===== src/rtl/uftx_pkg.sv =====
package uftx_pkg;
    // Exposed state encoding; the numeric values are visible on state_code.
    typedef enum logic [3:0] {
        ST_IDLE  = 4'd0,
        ST_START = 4'd1,
        ST_D0    = 4'd2,
        ST_D1    = 4'd3,
        ST_D2    = 4'd4,
        ST_D3    = 4'd5,
        ST_D4    = 4'd6,
        ST_D5    = 4'd7,
        ST_D6    = 4'd8,
        ST_D7    = 4'd9,
        ST_PAR   = 4'd10,
        ST_STOP1 = 4'd11,
        ST_STOP2 = 4'd12,
        ST_DLY0  = 4'd13,
        ST_DLY1  = 4'd14,
        ST_BRK   = 4'd15
    } tx_state_t;

    localparam int unsigned BYTE_W = 8;
    localparam int unsigned MIN_BITS = 5;
endpackage


===== src/rtl/uftx_baud.sv =====
module uftx_baud #(
    parameter int unsigned DIV_W  = 20,
    parameter int unsigned FRAC_W = 4
) (
    input  logic              clk,
    input  logic              rst_n,
    input  logic              run,
    input  logic              half,
    input  logic [DIV_W-1:0]  div_int,
    input  logic [FRAC_W-1:0] div_frac,
    output logic              tick
);
    localparam int unsigned CNT_W = DIV_W + 1;

    logic [CNT_W-1:0]  cnt_q;
    logic [FRAC_W-1:0] acc_q;
    logic [FRAC_W-1:0] acc_sum;
    logic              acc_carry;
    logic [CNT_W-1:0]  base_len;
    logic [CNT_W-1:0]  half_len;
    logic [CNT_W-1:0]  cur_len;

    always_comb begin
        {acc_carry, acc_sum} = {1'b0, acc_q} + {1'b0, div_frac};
        base_len = (div_int == '0) ? CNT_W'(1) : CNT_W'(div_int);
        half_len = (div_int[DIV_W-1:1] == '0) ? CNT_W'(1) : CNT_W'(div_int[DIV_W-1:1]);
        cur_len  = half ? half_len : (base_len + CNT_W'(acc_carry));
    end

    assign tick = run && (cnt_q == cur_len - CNT_W'(1));

    always_ff @(posedge clk or negedge rst_n) begin
        if (!rst_n) begin
            cnt_q <= '0;
            acc_q <= '0;
        end else begin
            if (!run || tick) begin
                cnt_q <= '0;
            end else begin
                cnt_q <= cnt_q + CNT_W'(1);
            end
            if (tick && !half) begin
                acc_q <= acc_sum;
            end
        end
    end

    // the period counter never passes the length of the bit in progress
    p_cnt_range_r6: assert property (@(posedge clk) disable iff (!rst_n)
        run |-> (cnt_q < cur_len));
endmodule


===== src/rtl/uftx_parity.sv =====
module uftx_parity #(
    parameter int unsigned DATA_W = 8
) (
    input  logic [DATA_W-1:0] data,
    input  logic [2:0]        last_idx,
    input  logic              odd,
    output logic              par_bit
);
    logic [DATA_W-1:0] used;

    for (genvar k = 0; k < DATA_W; k++) begin : g_mask
        assign used[k] = data[k] && (3'(k) <= last_idx);
    end

    assign par_bit = (^used) ^ odd;
endmodule


===== src/rtl/uart_frame_tx.sv =====
module uart_frame_tx
    import uftx_pkg::*;
#(
    parameter int unsigned DIV_W  = 20,
    parameter int unsigned FRAC_W = 4,
    parameter int unsigned BRK_W  = 8,
    parameter int unsigned IDLE_W = 10
) (
    input  logic              clk,
    input  logic              rst_n,
    input  logic              in_valid,
    input  logic [7:0]        in_data,
    output logic              in_ready,
    input  logic [1:0]        cfg_len,
    input  logic              cfg_par_en,
    input  logic              cfg_par_odd,
    input  logic [1:0]        cfg_stop,
    input  logic              cfg_dly0,
    input  logic              cfg_dly1,
    input  logic              cfg_brk_en,
    input  logic [BRK_W-1:0]  cfg_brk_len,
    input  logic [IDLE_W-1:0] cfg_idle_len,
    input  logic [DIV_W-1:0]  cfg_div_int,
    input  logic [FRAC_W-1:0] cfg_div_frac,
    input  logic              cfg_inv,
    output logic              txd,
    output logic [3:0]        state_code,
    output logic              done_pulse,
    output logic              brk_done_pulse,
    output logic              idle_done_pulse
);
    tx_state_t         state_q, state_d;
    logic [BYTE_W-1:0] data_q;
    logic [BRK_W-1:0]  brk_cnt_q;
    logic [IDLE_W-1:0] gap_cnt_q;
    logic              gap_done_q;
    logic              line_q, line_d;
    logic              done_q, brk_done_q, idle_done_q;

    logic              tick, run, half, par_bit, accept;
    logic              fin, frame_end, brk_end, gap_end, to_idle, ev_idle;
    logic [2:0]        last_idx, cur_idx, nxt_idx;
    logic [3:0]        cur_raw, nxt_raw;

    assign last_idx = 3'(MIN_BITS - 1) + {1'b0, cfg_len};
    assign cur_raw  = state_q;
    assign nxt_raw  = state_d;
    assign cur_idx  = 3'(cur_raw - 4'd2);
    assign nxt_idx  = 3'(nxt_raw - 4'd2);
    assign in_ready = (state_q == ST_IDLE) && gap_done_q;
    assign accept   = in_valid && in_ready;
    assign run      = (state_q != ST_IDLE) || !gap_done_q;
    assign half     = (state_q == ST_STOP2) && (cfg_stop == 2'd2);

    uftx_baud #(.DIV_W(DIV_W), .FRAC_W(FRAC_W)) u_baud (
        .clk(clk), .rst_n(rst_n), .run(run), .half(half),
        .div_int(cfg_div_int), .div_frac(cfg_div_frac), .tick(tick)
    );

    uftx_parity #(.DATA_W(BYTE_W)) u_par (
        .data(data_q), .last_idx(last_idx), .odd(cfg_par_odd), .par_bit(par_bit)
    );

    // Next-state logic
    always_comb begin
        state_d = state_q;
        fin     = 1'b0;
        brk_end = 1'b0;
        unique case (state_q)
            ST_IDLE:  if (accept) state_d = ST_START;
            ST_START: if (tick) state_d = ST_D0;
            ST_D0, ST_D1, ST_D2, ST_D3, ST_D4, ST_D5, ST_D6, ST_D7: begin
                if (tick) begin
                    if (cur_idx == last_idx) state_d = cfg_par_en ? ST_PAR : ST_STOP1;
                    else                     state_d = tx_state_t'(cur_raw + 4'd1);
                end
            end
            ST_PAR:   if (tick) state_d = ST_STOP1;
            ST_STOP1, ST_STOP2: begin
                if (tick) begin
                    if (state_q == ST_STOP1 && cfg_stop[1]) state_d = ST_STOP2;
                    else if (cfg_dly0)                      state_d = ST_DLY0;
                    else if (cfg_dly1)                      state_d = ST_DLY1;
                    else                                    fin = 1'b1;
                end
            end
            ST_DLY0: begin
                if (tick) begin
                    if (cfg_dly1) state_d = ST_DLY1;
                    else          fin = 1'b1;
                end
            end
            ST_DLY1:  if (tick) fin = 1'b1;
            ST_BRK: begin
                if (tick && brk_cnt_q == cfg_brk_len - BRK_W'(1)) begin
                    state_d = ST_IDLE;
                    brk_end = 1'b1;
                end
            end
        endcase
        frame_end = fin;
        if (fin) begin
            state_d = (cfg_brk_en && cfg_brk_len != '0 && !in_valid) ? ST_BRK : ST_IDLE;
        end
        to_idle = (frame_end && state_d == ST_IDLE) || brk_end;
        gap_end = (state_q == ST_IDLE) && !gap_done_q && tick &&
                  (gap_cnt_q == cfg_idle_len - IDLE_W'(1));
        ev_idle = gap_end || (to_idle && cfg_idle_len == '0);
    end

    // Line level of the state being entered
    always_comb begin
        unique case (state_d)
            ST_START, ST_BRK: line_d = 1'b0;
            ST_D0, ST_D1, ST_D2, ST_D3, ST_D4, ST_D5, ST_D6, ST_D7: line_d = data_q[nxt_idx];
            ST_PAR:           line_d = par_bit;
            default:          line_d = 1'b1;
        endcase
    end

    // State register
    always_ff @(posedge clk or negedge rst_n) begin
        if (!rst_n) state_q <= ST_IDLE;
        else        state_q <= state_d;
    end

    // Data, break and idle-gap counters
    always_ff @(posedge clk or negedge rst_n) begin
        if (!rst_n) begin
            data_q     <= '0;
            brk_cnt_q  <= '0;
            gap_cnt_q  <= '0;
            gap_done_q <= 1'b1;
        end else begin
            if (accept) data_q <= in_data;
            if (frame_end)                        brk_cnt_q <= '0;
            else if (state_q == ST_BRK && tick)   brk_cnt_q <= brk_cnt_q + BRK_W'(1);
            if (to_idle) begin
                gap_done_q <= (cfg_idle_len == '0);
                gap_cnt_q  <= '0;
            end else if (gap_end) begin
                gap_done_q <= 1'b1;
            end else if (state_q == ST_IDLE && !gap_done_q && tick) begin
                gap_cnt_q  <= gap_cnt_q + IDLE_W'(1);
            end
        end
    end

    // Outputs
    always_ff @(posedge clk or negedge rst_n) begin
        if (!rst_n) begin
            line_q      <= 1'b1;
            done_q      <= 1'b0;
            brk_done_q  <= 1'b0;
            idle_done_q <= 1'b0;
        end else begin
            line_q      <= line_d;
            done_q      <= frame_end;
            brk_done_q  <= brk_end;
            idle_done_q <= ev_idle;
        end
    end

    assign txd             = line_q ^ cfg_inv;
    assign state_code      = state_q;
    assign done_pulse      = done_q;
    assign brk_done_pulse  = brk_done_q;
    assign idle_done_pulse = idle_done_q;

    // an accepted byte always opens a frame with the start state
    p_accept_start_r12: assert property (@(posedge clk) disable iff (!rst_n)
        (in_valid && in_ready) |=> (state_q == ST_START));
    // frame-done is a single-cycle pulse
    p_done_single_r10: assert property (@(posedge clk) disable iff (!rst_n)
        done_q |=> !done_q);
    // frame-done and break-done never coincide
    p_pulse_excl_r7: assert property (@(posedge clk) disable iff (!rst_n)
        !(done_q && brk_done_q));
    // the line is low throughout a break
    p_break_low_r7: assert property (@(posedge clk) disable iff (!rst_n)
        (state_q == ST_BRK) |-> !line_q);
    // stop and delay bits are high
    p_stop_high_r3: assert property (@(posedge clk) disable iff (!rst_n)
        (state_q == ST_STOP1 || state_q == ST_STOP2 ||
         state_q == ST_DLY0 || state_q == ST_DLY1) |-> line_q);
    // the idle-done pulse is only seen in the idle state
    p_idle_pulse_r9: assert property (@(posedge clk) disable iff (!rst_n)
        idle_done_q |-> (state_q == ST_IDLE));
    // a busy state only changes on a bit tick
    p_move_on_tick_r6: assert property (@(posedge clk) disable iff (!rst_n)
        (state_q != ST_IDLE && !tick) |=> $stable(state_q));
endmodule


===== config.mk =====
export PLATFORM = sky130hd
export DESIGN_NAME = uart_frame_tx
export DESIGN_NICKNAME = d
export VERILOG_FILES = /design/src/rtl/uftx_pkg.sv /design/src/rtl/uftx_baud.sv /design/src/rtl/uftx_parity.sv /design/src/rtl/uart_frame_tx.sv
export SDC_FILE = /design/constraint.sdc
export NUM_CORES = 1
export LEC_CHECK = 0
export ABC_AREA = 0
export BUFFER_PORTS_ARGS = -buffer_cell sky130_fd_sc_hd__buf_2
export CORE_MARGIN = 8
export CORE_UTILIZATION = 45
export DETAILED_ROUTE_END_ITERATION = 12
export HOLD_SLACK_MARGIN = 0.12
export PLACE_DENSITY = 0.7
export SLEW_MARGIN = 20
export SYNTH_ARGS = -nofsm -noshare
export SYNTH_HDL_FRONTEND = slang
export SYNTH_SLANG_ARGS = --single-unit

===== constraint.sdc =====
create_clock -name clk -period 7.25 [get_ports clk]
set_clock_uncertainty 0.2 [all_clocks]
set_input_delay 1.0875 -clock clk [delete_from_list [all_inputs] [get_ports clk]]
set_output_delay 1.0875 -clock clk [all_outputs]
set_load 0.005 [all_outputs]

==> results of run 1 <==
-- kinds of logic (layout without fill, tap and decap cells) --
kind of cell             Yosys count  count (layout)
flip-flops                        60              60
multiplexers                      24              24
AND/OR/NAND/NOR                  361             361
XOR/XNOR                          95              95
AO/OA/AOI/OAI                    157             157
buffers and inverters             72             129
adder cells (fa/ha/maj)           19              19
-- registers in the layout (all words and copies together) (netlist names) --
register,count
line_q,1
done_pulse,1
brk_cnt_q,8
u_baud.acc_q,4
gap_cnt_q,10
brk_done_pulse,1
idle_done_pulse,1
u_baud.cnt_q,21
data_q,8
gap_done_q,1
state_code,4
-- cell usage after synthesis (all sizes together) (5+ instances only) --
library cell and instances:
inv 36, nor2b 12, nor3 29, or3 11, nand2 66, nand3 39, ha 18, nor2 93
nor4b 5, nand2b 5, nor4 16, mux2 12, xnor2 57, or2 5, o21ai 30, nand4 18
xor2 38, a31oi 14, and4 7, dfrtp 58, clkbuf 25, or4 9, mux2i 12, and3 13
a21oi 28, buf 11, o31ai 8, nor3b 11, o211ai 13, a21o 7, a211oi 11, and2 12
-- worst max-delay path by stage --
stage          depth (start not counted)     end  slack (ns)             from
3_5_place_dp                          24  line_q        0.12  cfg_div_frac[0]
3_3_place_gp                          23  line_q        0.36  cfg_div_frac[0]
6_report                              24  line_q        0.45  cfg_div_frac[0]
2_1_floorplan                         23  line_q        1.03  cfg_div_frac[0]
5_1_grt                               24  line_q       0.002  cfg_div_frac[0]
4_1_cts                               24  line_q        0.48  cfg_div_frac[0]
-- cell type report --
cell class	count	area [µm²]	share of cell area (%)
Clock buffer	11	252.7	3.627
Clock inverter	5	60.06	0.8618
Inverter	36	135.1	1.939
Multi-Input combinational cell	656	4392	63.02
Sequential cell	60	1504	21.58
Tap cell	180	225.2	3.232
Timing Repair Buffer	77	400.4	5.745
-- cells in the final DEF (no fill, tap or decap), drive strengths merged, types with 12 or more instances in the layout --
cell / synthesis / routed
nand2: 66 / 66
o21ai: 30 / 30
mux2: 12 / 12
nand4: 18 / 18
and3: 13 / 13
nor2: 93 / 93
a31oi: 14 / 14
and2: 12 / 12
nor2b: 12 / 12
nand3: 39 / 39
dfrtp: 58 / 58
ha: 18 / 18
inv: 36 / 36
a21oi: 28 / 28
xnor2: 57 / 57
buf: 11 / 77
o211ai: 13 / 13
mux2i: 12 / 12
nor4: 16 / 16
xor2: 38 / 38
nor3: 29 / 29
-- metrics by stage --
stage | instances | hold slack, ns | util, % | worst slack (ns)
2_1_floorplan | 788 | 0.2538 | - | 1.032
5_1_grt | 1025 | 0.3341 | 51.00 | 0.001912
3_5_place_dp | 1009 | 0.2782 | 48.70 | 0.1203
3_3_place_gp | 1009 | 0.2723 | 48.70 | 0.3556
4_1_cts | 1025 | 0.2917 | 50.99 | 0.4841
6_report | 1025 | 0.2857 | 51.00 | 0.4541
-- power groups by stage --
stage	clock network [mW]	registers, mW	logic (mW)
global placement	0	0.361	0.248
global route	0.468	0.358	0.287
detailed placement	0	0.361	0.248
floorplan	0	0.354	0.179
CTS	0.449	0.356	0.251
finish	0.438	0.357	0.252
-- layer usage --
metal | global-route usage, % | up-vias | routed length, µm
met3 | 3.502 | 20 | 851
met1 | 24.44 | 2759 | 7501
met2 | 29.81 | 155 | 7388
met4 | 5.614 | 0 | 230
met5 | 0 | - | 0
li1 | - | 2963 | -
-- critical path, stage by stage --
cell and delay, ns:
buf_2 0.08, ha_1 0.15, inv_1 0.05, fa_1 0.39, nor2b_1 0.12, o21ai_0 0.08
nand2b_1 0.10, ha_1 0.24, ha_1 0.31, nand2_1 0.21, or4_1 0.59, mux2i_4 0.22
o22ai_2 0.15, or4_4 0.60, nor3_1 0.27, xnor2_1 0.20, o211ai_2 0.19, nor4_2 0.60
a21oi_1 0.22, nor4_4 0.45, nand2_1 0.12, o31a_1 0.13, o21ai_0 0.16, o2111ai_1 0.12
==> out/qor.csv, run 1 <==
metric,value,unit
number of synthesized flops with an enable pin,0,
Setup crit start kind,primary input,
R2R depth,21,
LEAKAGE,2.979,nW
Sw Share,30.57,%
Initial Util,45.25,%
Total Routing Usage GR,18.46,%
worst slew pin tran,0.7937,ns
Clk pwr share,41.9,%
power per cell area,150.3,nW/µm²
max-slew violations,0,
final-stage net count,922,
RSZ-0062 raised after global routing,false,
CTS tree,yes,
main combinational cell family by area after synthesis,simple AND/OR/NAND/NOR gates,
"Design Area, Final",6969,µm²
Die Width,133.2,µm
initial antenna violation count,0,
Max VDD drop,0.1296,mV
post-synthesis mux area share,4.330,%
Setup crit end kind,flip-flop,
core area,13670,µm²
largest net degree at the start of global routing,61,
Hold Buf Count CTS,0,
Top-Level Pins,72,
Area after DPL,6655,µm²
CTS Root Cell,clkbuf_16,
Avg WL per Cell,15.58,µm
status,"finished, final reports clean",
row cnt,43,
# fillers,1372,
Tcrit/Tclk final,93.74,%
XOR/XNOR Fraction of Synth Area,13.46,%
Synth Area in Simple Gates,31.59,%
HP Class,flip-flop to flip-flop,
dominant synthesized flop cell,dfrtp_1,
vias per inst,5.753,
"FFs w/ async S/R, synth",100.0,%
syn_nets,870,
Die H,133.2,µm
CP Data Required Time,7.29,ns
dpl hpwl,12.21,mm
Skew-Pair Late Insertion Delay,0.33,ns
Setup Total Neg Slack,0,ns
Port-buffer cells,71,
Adder-Cell Fraction of Synth Area,3.966,%
max cap viols,0,
number of clock sinks,60,
R2R Path Start,state_code[0],
Gate Count Post-Synth,788,
layout cell share with drive strength beyond 1,15.62,%
# setup viols final,0,
crit-path max FO,9,
sequential fraction of design power,34.1,%
Routed WL,15.97,mm
Worst Setup Path Type,primary input to flip-flop,
PostCTS Resize Cnt,0,
CTS Buffer Depth,2,
"top cells by area, synth","dfrtp_1 23%, xnor2_1 8.1%, nor2_1 5.6%",
GP Congestion,0.9235,
H-tree depth,3,
mapped cell area,6183,µm²
Cell variety after synth,83,
Synth Register Bits,60,
full die area,17750,µm²
Net Sw Power,320.1,µW
Slew headroom,46.34,%
internal power,727.3,µW
via count,5897,
post-synthesis compound-gate area fraction,17.66,%
number of CTS-inserted buffers,9,
Antenna Cells,0,
first-pass GRT wire length,27.69,mm
sequential cell area fraction in the yosys report,24.32,%
post-synth top area cell,dfrtp_1,
Pre-antenna DRT Iters,5,
Final Power,1.047,mW
hold depth,2,
FMAX,0.1471,GHz
min Tclk post-route,6.796,ns
Initial DRC Count,378,
Worst Hold Path EP,u_baud.acc_q[3],
Yosys warning total,0,
Post-CTS Setup Inserts,0,
Worst R2R Setup Slack,0.87,ns
antenna-violating nets left,0,
Synth Area per Inst,7.847,µm²
post-synth top area share,23.47,%
vias in the first global route,5702,
FF-to-FF End,line_q,
HP Start,u_baud.acc_q[3],
Post-route DRC,0,
gr ovfl total,0,
"Reg clk slew, reported paths",0.06,ns
Syn-to-layout area delta,12.71,%
Final Hold Violating Endpoints,0,
part of the power in combinational logic,24.1,%
Critical Path AT,6.83,ns
Note: power is estimated with default switching activity, not from simulation.
==> inputs of run 2 (changes only) <==
--- a/config.mk
+++ b/config.mk
@@ -7,11 +7,14 @@
 export LEC_CHECK = 0
 export ABC_AREA = 0
 export BUFFER_PORTS_ARGS = -buffer_cell sky130_fd_sc_hd__buf_2
+export CELL_PAD_IN_SITES_DETAIL_PLACEMENT = 0
+export CELL_PAD_IN_SITES_GLOBAL_PLACEMENT = 2
+export CORE_ASPECT_RATIO = 1.75
 export CORE_MARGIN = 8
-export CORE_UTILIZATION = 45
+export CORE_UTILIZATION = 35
 export DETAILED_ROUTE_END_ITERATION = 12
 export HOLD_SLACK_MARGIN = 0.12
-export PLACE_DENSITY = 0.7
+export PLACE_DENSITY = 0.87
 export SLEW_MARGIN = 20
 export SYNTH_ARGS = -nofsm -noshare
 export SYNTH_HDL_FRONTEND = slang
==> out/qor.csv, run 2 (synthesized netlist as in run 1, its figures left out) <==
metric,value,unit
Post-CTS Setup Inserts,0,
# setup viols final,0,
Port-buffer cells,71,
H-tree depth,3,
"Reg clk slew, reported paths",0.06,ns
max-slew violations,0,
Setup crit end kind,flip-flop,
"most used cell, CP",ha_1,
vias per inst,5.548,
number of CTS-inserted buffers,9,
"Core Util, Final",40.80,%
Initial Util,35.58,%
power per cell area,152.6,nW/µm²
CP Data Required Time,7.29,ns
full die area,22340,µm²
min Tclk post-route,6.618,ns
Routed WL,18.73,mm
CTS Buffer Depth,2,
Worst Hold Path EP,u_baud.acc_q[3],
final-stage net count,928,
critical path's largest stage delay,0.62,ns
LEAKAGE,3.018,nW
CTS Root Cell,clkbuf_16,
Post-route DRC,0,
top sig layer,met4,
Skew-Pair Late Insertion Delay,0.33,ns
status,"finished, final reports clean",
number of clock sinks,60,
Post-Route M1 WL,6.918,mm
Final Hold Violating Endpoints,0,
GP Congestion,0.8208,
via count,6003,
HP Start,u_baud.acc_q[3],
Avg WL per Cell,17.31,µm
Critical Path AT,6.66,ns
gr ovfl total,0,
hold depth,2,
Setup Total Neg Slack,0,ns
Total Routing Usage GR,17.19,%
Reg with most FFs,u_baud.cnt_q,
most frequent cells in the layout,"93 x nor2_1, 71 x buf_2, 66 x nand2_1",
FF-to-FF End,line_q,
CTS tree,yes,
Worst Setup Path Type,primary input to flip-flop,
Antenna Cells,0,
met3 WL post-DR,637,µm
Setup crit start kind,primary input,
Worst R2R Setup Slack,1.11,ns
crit-path leading delay family,simple AND/OR/NAND/NOR gates,
Top-Level Pins,72,
first-pass GRT wire length,30.19,mm
Slew headroom,44.85,%
Initial DRC Count,306,
Die Width,116.5,µm
HP Class,flip-flop to flip-flop,
initial antenna violation count,0,
dpl hpwl,15.13,mm
Worst Path Buf+Inv,2,
Hold Buf Count CTS,0,
WL met2,10.30,mm
# fillers,1905,
CP cell instances,"buf_2, ha_1, inv_1, fa_1, nor2b_1, o21ai_0, nand2b_1, ha_1, ha_1, nand2_1, or4_1, mux2i_4, o22ai_2, or4_4, nor3_1, xnor2_1, o211ai_2, nor4b_4, a21oi_2, nor4_4, nand3_1, o32a_1, o2111ai_1",
PostCTS Resize Cnt,0,
max cap viols,0,
row cnt,64,
Syn-to-layout area delta,14.65,%
core area,17380,µm²
layout cell share with drive strength beyond 1,16.22,%
FMAX,0.1511,GHz
largest net degree at the start of global routing,61,
RSZ-0062 raised after global routing,false,
R2R Path Start,u_baud.acc_q[0],
vias in the first global route,6070,
worst slew pin tran,0.8248,ns
Max VDD drop,0.1390,mV
R2R depth,22,
antenna-violating nets left,0,
crit-path max FO,10,
Crit-path slowest cell,or4_1,
Die H,191.8,µm
Regs by FF count,"u_baud.cnt_q (21), gap_cnt_q (10)",
Tcrit/Tclk final,91.28,%
"commonest non-fill, non-tap cell in the layout",nor2_1,
max reg flops,21,
Pre-antenna DRT Iters,5,
## run 2: area by class of cell
| type | instances | area [µm²] | area share, % |
|---|---|---|---|
| Clock inverter | 7 | 100.1 | 1.412 |
| Tap cell | 231 | 289.0 | 4.077 |
| Sequential cell | 60 | 1504 | 21.21 |
| Inverter | 36 | 135.1 | 1.906 |
| Timing Repair Buffer | 83 | 445.4 | 6.283 |
| Clock buffer | 9 | 225.2 | 3.177 |
| Multi-Input combinational cell | 656 | 4390 | 61.93 |
## run 2: routing by layer
layer  track usage, %  vias to the layer above
li1                 -                     2968
met3            2.361                       49
met4            10.04                        0
met1            17.32                     2848
met2            32.37                      138
met5                0                        -
## run 2: tightest hold or removal path, cell delays in order (launching register included)
cell,delay (ns)
dfrtp_1,0.35
nand2_1,0.05
o21ai_0,0.06
## run 2: worst max-delay path by stage
| stage | start | end | cells past startpoint |
|---|---|---|---|
| 5_1_grt | cfg_div_frac[0] | gap_cnt_q[9] | 24 |
| 3_3_place_gp | cfg_div_frac[0] | line_q | 24 |
| 3_5_place_dp | cfg_div_frac[0] | line_q | 23 |
| 4_1_cts | cfg_div_frac[0] | line_q | 23 |
| 6_report | cfg_div_frac[0] | line_q | 23 |
| 2_1_floorplan | cfg_div_frac[0] | line_q | 23 |
## run 2: per-stage QoR
| step | hold WS, ns | power (mW) | std cells | setup WS [ns] | instance area (µm²) |
|---|---|---|---|---|---|
| 3_5_place_dp | 0.2814 | 0.6187 | 1066 | 0.2697 | 6764 |
| 2_1_floorplan | 0.2538 | 0.5330 | 788 | 1.032 | 6183 |
| 6_report | 0.2897 | 1.082 | 1082 | 0.6322 | 7089 |
| 3_3_place_gp | 0.2677 | 0.6211 | 1066 | 0.3727 | 6764 |
| 4_1_cts | 0.2951 | 1.093 | 1082 | 0.6259 | 7089 |
| 5_1_grt | 0.3419 | 1.136 | 1082 | 0.2504 | 7089 |
## run 2: report_power, final
group	switching, mW	internal [mW]	leakage, nW
clock network	0.167	0.302	0.148
registers	0.0115	0.343	0.809
logic	0.158	0.0997	2.06
total	0.337	0.746	3.02
==> inputs of run 3 (changes only) <==
--- a/config.mk
+++ b/config.mk
@@ -13,8 +13,9 @@
 export CORE_MARGIN = 8
 export CORE_UTILIZATION = 35
 export DETAILED_ROUTE_END_ITERATION = 12
+export GPL_ROUTABILITY_DRIVEN = 0
 export HOLD_SLACK_MARGIN = 0.12
-export PLACE_DENSITY = 0.87
+export PLACE_DENSITY = 0.86
 export SLEW_MARGIN = 20
 export SYNTH_ARGS = -nofsm -noshare
 export SYNTH_HDL_FRONTEND = slang
==> out/qor.csv, run 3 (synthesized netlist as in run 1, its figures left out) <==
metric,value,unit
Slew headroom,47.51,%
Antenna Cells,0,
FMAX,0.1509,GHz
via count,5883,
Initial DRC Count,308,
"commonest non-fill, non-tap cell in the layout",nor2_1,
"Reg clk slew, reported paths",0.06,ns
largest net degree at the start of global routing,61,
Reg with most FFs,u_baud.cnt_q,
Min Hold Slack,0.2891,ns
Critical Path AT,6.67,ns
Hold Buf Count CTS,0,
HP Class,flip-flop to flip-flop,
final-stage net count,926,
max-slew violations,0,
CTS tree,yes,
first-pass GRT wire length,29.93,mm
DP Cell Count,1064,
Post-route DRC,0,
Syn-to-layout area delta,13.64,%
gr ovfl total,0,
CP cell instances,"buf_2, ha_1, inv_1, fa_1, nor2b_1, o21ai_0, nand2b_1, ha_1, ha_1, nand2_1, or4_1, mux2i_4, o22ai_2, or4_4, nor3_1, xnor2_1, o211ai_2, nor4_2, a21oi_1, nor3_2, nor3_1, o32a_1, o2111ai_1",
PostCTS Resize Cnt,0,
# fillers,1884,
Post-CTS Setup Inserts,0,
Top-Level Pins,72,
"most used cell, CP",ha_1,
row cnt,64,
"Design Area, Final",7027,µm²
Final Hold Violating Endpoints,0,
status,"finished, final reports clean",
max reg flops,21,
Total Routing Usage GR,17.09,%
Avg WL per Cell,17.02,µm
vias per inst,5.447,
min Tclk post-route,6.628,ns
Skew-Pair Late Insertion Delay,0.33,ns
Die H,191.8,µm
Routed WL,18.38,mm
Crit-path slowest cell,or4_1,
dpl hpwl,15.00,mm
Die Width,116.5,µm
Worst Setup Path Type,primary input to flip-flop,
initial antenna violation count,0,
Pre-antenna DRT Iters,5,
Regs by FF count,"u_baud.cnt_q (21), gap_cnt_q (10)",
number of CTS-inserted buffers,9,
CP Data Required Time,7.29,ns
number of clock sinks,60,
Initial Util,35.58,%
# setup viols final,0,
full die area,22340,µm²
H-tree depth,3,
Setup crit start kind,primary input,
Max VDD drop,0.1455,mV
most frequent cells in the layout,"93 x nor2_1, 71 x buf_2, 66 x nand2_1",
fin cells,1080,
max cap viols,0,
Setup crit end kind,flip-flop,
crit-path max FO,9,
critical path's largest stage delay,0.62,ns
Area after DPL,6749,µm²
core area,17380,µm²
worst slew pin tran,0.7849,ns
RSZ-0062 raised after global routing,false,
Tcrit/Tclk final,91.42,%
vias in the first global route,6110,
power per cell area,143.1,nW/µm²
layout cell share with drive strength beyond 1,16.02,%
CTS Buffer Depth,2,
Port-buffer cells,71,
Setup Total Neg Slack,0,ns
antenna-violating nets left,0,
CTS Root Cell,clkbuf_16,
LEAKAGE,2.994,nW
==> run 3: power by group <==
part | internal [mW] | switching [mW] | total (mW)
registers | 0.344 | 0.0110 | 0.355
clock network | 0.239 | 0.154 | 0.394
logic | 0.0997 | 0.157 | 0.257
==> run 3: area by class of cell <==
cell class	count	area [µm²]	area share, %
multi-input combinational	656	4390	62.48
sequential	60	1504	21.40
clock inverter	6	38.79	0.5520
timing repair buffer	81	430.4	6.125
clock buffer	10	239.0	3.401
inverter	36	135.1	1.923
tap	231	289.0	4.113
==> run 3: worst paths after layout <==
path | to | cells after the start | slack [ns] | from
min in group asynchronous | u_baud.cnt_q[18] | 2 | 0.69 | rst_n
hold / removal | u_baud.acc_q[2] | 2 | 0.29 | u_baud.acc_q[2]
setup reg to reg | line_q | 22 | 1.11 | u_baud.acc_q[0]
setup / recovery | line_q | 23 | 0.62 | cfg_div_frac[0]
hold reg to reg | u_baud.acc_q[2] | 2 | 0.29 | u_baud.acc_q[2]
max in group asynchronous | gap_cnt_q[8] | 2 | 5.61 | rst_n
==> run 3: per-stage QoR <==
| step | power [mW] | utilization, % | setup WS (ns) |
|---|---|---|---|
| after global placement | 0.6192 | 38.84 | 0.4168 |
| after CTS | 1.018 | 40.44 | 0.5932 |
| after global routing | 1.068 | 40.44 | 0.09338 |
| final | 1.005 | 40.44 | 0.6221 |
| after floorplan | 0.5330 | - | 1.032 |
| after detailed placement | 0.6183 | 38.84 | 0.2804 |
==> run 3: critical path, delay by kind of cell <==
kind | cells | cell delay (ns)
xor+xnor | 1 | 0.18
fa+ha+maj | 4 | 1.10
simple gates | 9 | 2.82
mux | 1 | 0.23
buf+inv | 2 | 0.13
compound gates | 6 | 1.12
==> run 3: metal layers <==
layer	up-vias	share of wire (%)	GRT usage (%)
li1	2970	-	-
met1	2784	37	16.82
met2	104	57	34.13
met3	25	2.7	2.204
met4	0	2.7	6.874
met5	-	0	0
